### config.mk
export PLATFORM = sky130hd
export DESIGN_NAME = vfd_scan_ctrl
export DESIGN_NICKNAME = d
export VERILOG_FILES = /design/src/rtl/vfd_scan_ctrl.sv
export SDC_FILE = /design/constraint.sdc
export NUM_CORES = 1
export LEC_CHECK = 0
export ABC_AREA = 1
export BUFFER_PORTS_ARGS = -buffer_cell sky130_fd_sc_hd__clkbuf_2
export CORE_MARGIN = 2
export CORE_UTILIZATION = 52
export DETAILED_ROUTE_END_ITERATION = 16
export PLACE_DENSITY = 0.68
export RECOVER_POWER = 100
export SLEW_MARGIN = 30
export SYNTH_ARGS = -nofsm -noshare
export SYNTH_HDL_FRONTEND = slang
export SYNTH_SLANG_ARGS = --single-unit
### constraint.sdc
create_clock -name clk -period 11.5 [get_ports clk]
set_input_delay 1.725 -clock clk [delete_from_list [all_inputs] [get_ports clk]]
set_output_delay 1.725 -clock clk [all_outputs]
set_load 0.05 [all_outputs]
### src/rtl/vfd_scan_ctrl.sv
module vfd_scan_ctrl #(
  parameter int DISP_CYC  = 8,
  parameter int PIN_LIMIT = 52
) (
  input  logic        clk,
  input  logic        rst_n,
  input  logic        wr_en_i,
  input  logic [6:0]  wr_addr_i,
  input  logic [7:0]  wr_data_i,
  output logic [41:0] seg_o,
  output logic [15:0] dig_o,
  output logic        irq_digit_o,
  output logic        irq_blank_o
);
  localparam int WORDS   = 96;
  localparam int CNT_MAX = (DISP_CYC > 10) ? DISP_CYC : 10;
  localparam int CNT_W   = $clog2(CNT_MAX);

  logic [7:0]       ram [WORDS];
  logic [3:0]       rl_q, ptr_q;
  logic [5:0]       mask_q;
  logic             en_q, disp_q;
  logic [2:0]       blank_q;
  logic [CNT_W-1:0] cnt_q;
  logic [41:0]      lat_q, mexp;
  logic             irqd_q, irqb_q;
  logic             pend_q;
  logic [6:0]       pend_a;
  logic [7:0]       pend_d;

  function automatic int seg_count(input logic [5:0] m);
    return 8 * $countones(m[4:0]) + 2 * int'(m[5]);
  endfunction

  wire       fetch     = en_q && !disp_q && cnt_q == '0;
  wire       disp_go   = en_q && disp_q && cnt_q == '0;
  wire       ram_wr    = wr_en_i && wr_addr_i < 7'd96;
  wire       blank_end = !disp_q && cnt_q == CNT_W'(blank_q) + CNT_W'(1);
  wire       disp_end  = disp_q && cnt_q == CNT_W'(DISP_CYC - 1);
  wire [3:0] rl_new    = (wr_data_i[3:0] < 4'd5) ? 4'd5 : wr_data_i[3:0];
  wire       rl_ok     = seg_count(mask_q) + int'(rl_new) + 1 <= PIN_LIMIT;
  wire       mask_ok   = seg_count(wr_data_i[5:0]) + int'(rl_q) + 1 <= PIN_LIMIT;
  wire       clr_wr    = wr_en_i && wr_addr_i == 7'h63;

  always_ff @(posedge clk) begin
    if (pend_q) ram[pend_a] <= pend_d;
    if (ram_wr && !fetch) ram[wr_addr_i] <= wr_data_i;
    if (fetch) begin
      for (int g = 0; g < 5; g++) lat_q[8*g +: 8] <= ram[7'(16*g) + 7'(ptr_q)];
      lat_q[41:40] <= ram[7'd80 + 7'(ptr_q)][1:0];
    end
  end

  always_ff @(posedge clk) begin
    if (!rst_n) begin
      pend_q <= 1'b0;
      pend_a <= '0;
      pend_d <= '0;
    end else begin
      pend_q <= ram_wr && fetch;
      pend_a <= wr_addr_i;
      pend_d <= wr_data_i;
    end
  end

  always_ff @(posedge clk) begin
    if (!rst_n) begin
      rl_q    <= 4'd5;
      mask_q  <= 6'h3F;
      en_q    <= 1'b0;
      blank_q <= '0;
    end else if (wr_en_i) begin
      if (wr_addr_i == 7'h60 && rl_ok) rl_q <= rl_new;
      if (wr_addr_i == 7'h61) {blank_q, en_q} <= wr_data_i[3:0];
      if (wr_addr_i == 7'h62 && mask_ok) mask_q <= wr_data_i[5:0];
    end
  end

  always_ff @(posedge clk) begin
    if (!rst_n) begin
      ptr_q  <= 4'd5;
      disp_q <= 1'b0;
      cnt_q  <= '0;
    end else if (!en_q) begin
      ptr_q  <= rl_q;
      disp_q <= 1'b0;
      cnt_q  <= '0;
    end else if (blank_end) begin
      disp_q <= 1'b1;
      cnt_q  <= '0;
    end else if (disp_end) begin
      disp_q <= 1'b0;
      cnt_q  <= '0;
      ptr_q  <= (ptr_q == 4'd0) ? rl_q : ptr_q - 4'd1;
    end else begin
      cnt_q <= cnt_q + CNT_W'(1);
    end
  end

  always_ff @(posedge clk) begin
    if (!rst_n) begin
      irqd_q <= 1'b0;
      irqb_q <= 1'b0;
    end else begin
      irqd_q <= (irqd_q && !(clr_wr && wr_data_i[0])) || disp_go;
      irqb_q <= (irqb_q && !(clr_wr && wr_data_i[1])) || fetch;
    end
  end

  always_comb begin
    for (int g = 0; g < 5; g++) mexp[8*g +: 8] = {8{mask_q[g]}};
    mexp[41:40] = {2{mask_q[5]}};
  end

  assign seg_o       = (en_q && disp_q) ? (lat_q & mexp) : '0;
  assign dig_o       = (en_q && disp_q) ? (16'd1 << ptr_q) : '0;
  assign irq_digit_o = irqd_q;
  assign irq_blank_o = irqb_q;


  dig_onehot_chk: assert property (@(posedge clk) disable iff (!rst_n) $onehot0(dig_o));

  blank_dark_chk: assert property (@(posedge clk) disable iff (!rst_n) (dig_o == '0) |-> (seg_o == '0));

  reload_floor_chk: assert property (@(posedge clk) disable iff (!rst_n) rl_q >= 4'd5);

  pin_budget_chk: assert property (@(posedge clk) disable iff (!rst_n)
    seg_count(mask_q) + int'(rl_q) + 1 <= PIN_LIMIT);

  irq_digit_chk: assert property (@(posedge clk) disable iff (!rst_n) $rose(|dig_o) |=> irq_digit_o);

  pend_gap_chk: assert property (@(posedge clk) disable iff (!rst_n) pend_q |-> !fetch);

  idle_dark_chk: assert property (@(posedge clk) disable iff (!rst_n) !en_q |=> (dig_o == '0));
endmodule

==> flow_metrics.tcl <==
set metrics [dict create \
    status "finished, violations left" \
    failed_checks "max-capacitance violations, max-slew violations" \
    synth_ff_type "edfxtp_1" \
    layout.nets 3922 \
    place_ws_ns 6.40 \
    cts_max_level 3 \
    syn_inst 4074 \
    endpoint_kind "flip-flop" \
    ioPinCount 78 \
    drive_above_1_share_pct 5.04 \
    hold_violations 0 \
    cts-resized-gates 0 \
    cts_tree "yes" \
    min_to "cnt_q[0]" \
    clk_path_buf_depth 3 \
    yosys.area.top_type "edfxtp_1" \
    hp-start "cnt_q[0]" \
    combPwrFrac_pct 4.5 \
    start_util_pct 52.5 \
    yosysTopAreaCellShare_pct 56.0 \
    critPathKind "reg -> reg" \
    pwr-share-clk_pct 45.2 \
    rows 99 \
    via_count 30600 \
    seq_area_frac_synth_pct 58.1 \
    placed_cell_area_um2 38600 \
    grt_usage_pct 31.0 \
    slew_viol_final 565 \
    finalCritPeriodShare_pct 54.9 \
    synth_common_cells "1058 x o21ai_0, 887 x nand2_1, 714 x edfxtp_1, 422 x nor2_1, 272 x clkbuf_1" \
    nFillCells 6402 \
    ys_warn_count 0 \
    r2r_slack_ns 5.19 \
    tightest_slew_ns 4.19 \
    ant_nets 0 \
    grt_overflow 0 \
    wirelength_um 118000 \
    tns_ns 0 \
    synth.area.top_cells "edfxtp_1 56%, o21ai_0 14%, nand2_1 8.7%" \
    ys_ff_latch 755 \
    clock.fmax_ghz 0.159 \
    area_growth_syn_to_layout_pct 6.12 \
    maxCapViolations 13 \
    cp-start-kind "flip-flop" \
    dp_cells 4758 \
    post-route-drc-count 0 \
    wl_per_cell_um 24.0 \
    synth_area_um2 38300 \
    reg2reg_depth 6 \
    clock_latency_ns 0.66 \
    setup_viol 0 \
    clk_pin_slew_worst_paths_ns 0.06 \
    numCtsBuffers 82 \
    required_ns 12.00 \
    grt_pass1_vias 28700 \
    hpwl_um 65600 \
    rsz0062_at_grt "no" \
    p_int_w 0.00469 \
    path_max_fanout 166 \
    vias_per_cell 6.22 \
    hp-class "reg -> reg" \
    max_slew_margin_pct -180 \
    power_frac_seq_pct 50.3 \
    r2r-end "lat_q[10]" \
    dr.pass1.iters 6 \
    clock-root-buffer "clkbuf_16" \
    yosysUniqueCellTypes 41 \
    cts_post_setup_buffers_inserted 0 \
    grt_pass1_wl_um 177000 \
    finalNonFillerCells 4915 \
    dieHeight_um 275 \
    powerDensity_nw_per_um2 148 \
    die_area_um2 75900 \
    synth_edf_count 714 \
    place_congestion 0.860 \
    fin_ws_ns 5.19 \
    die_w_um 275 \
    io_buffers 77 \
    vdd_drop_max_mv 0.129 \
    fin_util_pct 55.7 \
    p_sw_w 0.00135 \
    syn_nets 4111 \
    crit_arrival_ns 6.81 \
    clock_skew_ns 0.0291 \
    async_flop_share_pct 0 \
    grt_max_degree 218 \
    holdPathStages 1 \
    r2r-start "ptr_q[0]" \
    drt_iter0_markers 4282 \
    post-synth-top-count-cell "o21ai_0" \
    clock_sinks 755 \
    antenna_found_initial 5 \
    switching_share_pct 22.3 \
    core_area_um2 73000 \
    finalCriticalPeriod_ns 6.31 \
    cts_hold_buf 0 \
    synth_area_per_cell_um2 9.40 \
    power_leakage_nw 14.1 \
    finalInstanceArea_um2 40700 \
]
-- cell families (layout without fill, tap and decap cells) --
group | Yosys count | in the layout | share of synthesized area, %
and+or+nand+nor | 1470 | 1470 | 16.3
AOI/OAI and AO/OA | 1351 | 1351 | 19.4
DFF | 755 | 755 | 58.1
buffers and inverters | 473 | 351 | 5.41
adders and majority gates | 19 | 19 | 0.699
xor gates and xnor gates | 6 | 6 | 0.137
other | 0 | 4 | 0
-- critical path, stage by stage (launching register included) --
cell,delay [ns]
dfxtp_1,0.72
inv_8,0.86
clkbuf_1,2.84
o21ai_0,0.65
o221ai_1,0.59
nand3_1,0.24
nand2_1,0.14
-- power groups by stage --
stage | Sequential [W] | Combinational (W) | Clock, W
finish | 0.00303 | 0.000274 | 0.00273
global route | 0.00303 | 0.000303 | 0.00284
CTS | 0.00303 | 0.000276 | 0.00273
detailed placement | 0.00309 | 0.000276 | 0
global placement | 0.00309 | 0.000266 | 0
floorplan | 0.00307 | 0.000199 | 0
-- registers in the layout, indices dropped and copies added (netlist names) --
| signal | cells |
|---|---|
| blank_q | 3 |
| pend_d | 8 |
| pend_a | 7 |
| irq_blank_o | 1 |
| mask_q | 6 |
| cnt_q | 4 |
| ptr_q | 4 |
| rl_q | 4 |
| ram | 672 |
| en_q | 1 |
| disp_q | 1 |
| irq_digit_o | 1 |
| pend_q | 1 |
| lat_q | 42 |
-- metal layers --
layer	track usage, %	routed length, um	vias to the layer above
met5	0	41	-
met4	12.9	4850	6
met3	5.66	12800	338
met2	49.3	53800	1820
met1	42.3	46500	14400
li1	-	-	14000
-- worst max-delay path by stage --
stage                       from        end  slack (ns)  cells past startpoint
detailed placement  wr_data_i[2]  mask_q[0]        6.40                     10
finish                  ptr_q[0]  lat_q[10]        5.19                      6
floorplan           wr_data_i[0]  mask_q[0]        7.10                     10
global placement    wr_data_i[4]  mask_q[2]        6.34                     11
CTS                     ptr_q[1]   dig_o[0]        6.70                      5
global route            ptr_q[0]  lat_q[30]        4.64                      6
-- cell type report --
class / instances / area (um^2) / share of cell area (%)
well taps: 959 / 1200 / 2.95
clock buffers: 107 / 2250 / 5.53
inverters: 77 / 314 / 0.773
clock inverters: 44 / 500 / 1.23
repair buffers: 123 / 618 / 1.52
flip-flops and latches: 755 / 22300 / 54.9
diodes: 4 / 10.0 / 0.0246
multi-input cells: 2846 / 13500 / 33.1
-- metrics by stage --
| step | total power (W) | hold slack [ns] |
|---|---|---|
| floorplan | 0.00327 | 0.452 |
| global placement | 0.00336 | 0.485 |
| detailed placement | 0.00337 | 0.484 |
| CTS | 0.00604 | 0.498 |
| global route | 0.00618 | 0.557 |
| finish | 0.00603 | 0.507 |
-- placed cells by master, fill, tap and decap left out, drive strengths merged, types with 14 or more instances in the layout --
cell	count
o211ai	51
nand3	64
nor2	437
buf	23
nor3	14
ha	15
o22ai	50
inv	74
clkbuf	207
clkinv	34
nand2	951
dfxtp	41
edfxtp	714
o21ai	1115
o221ai	119
(Power assumes the default switching activity.)
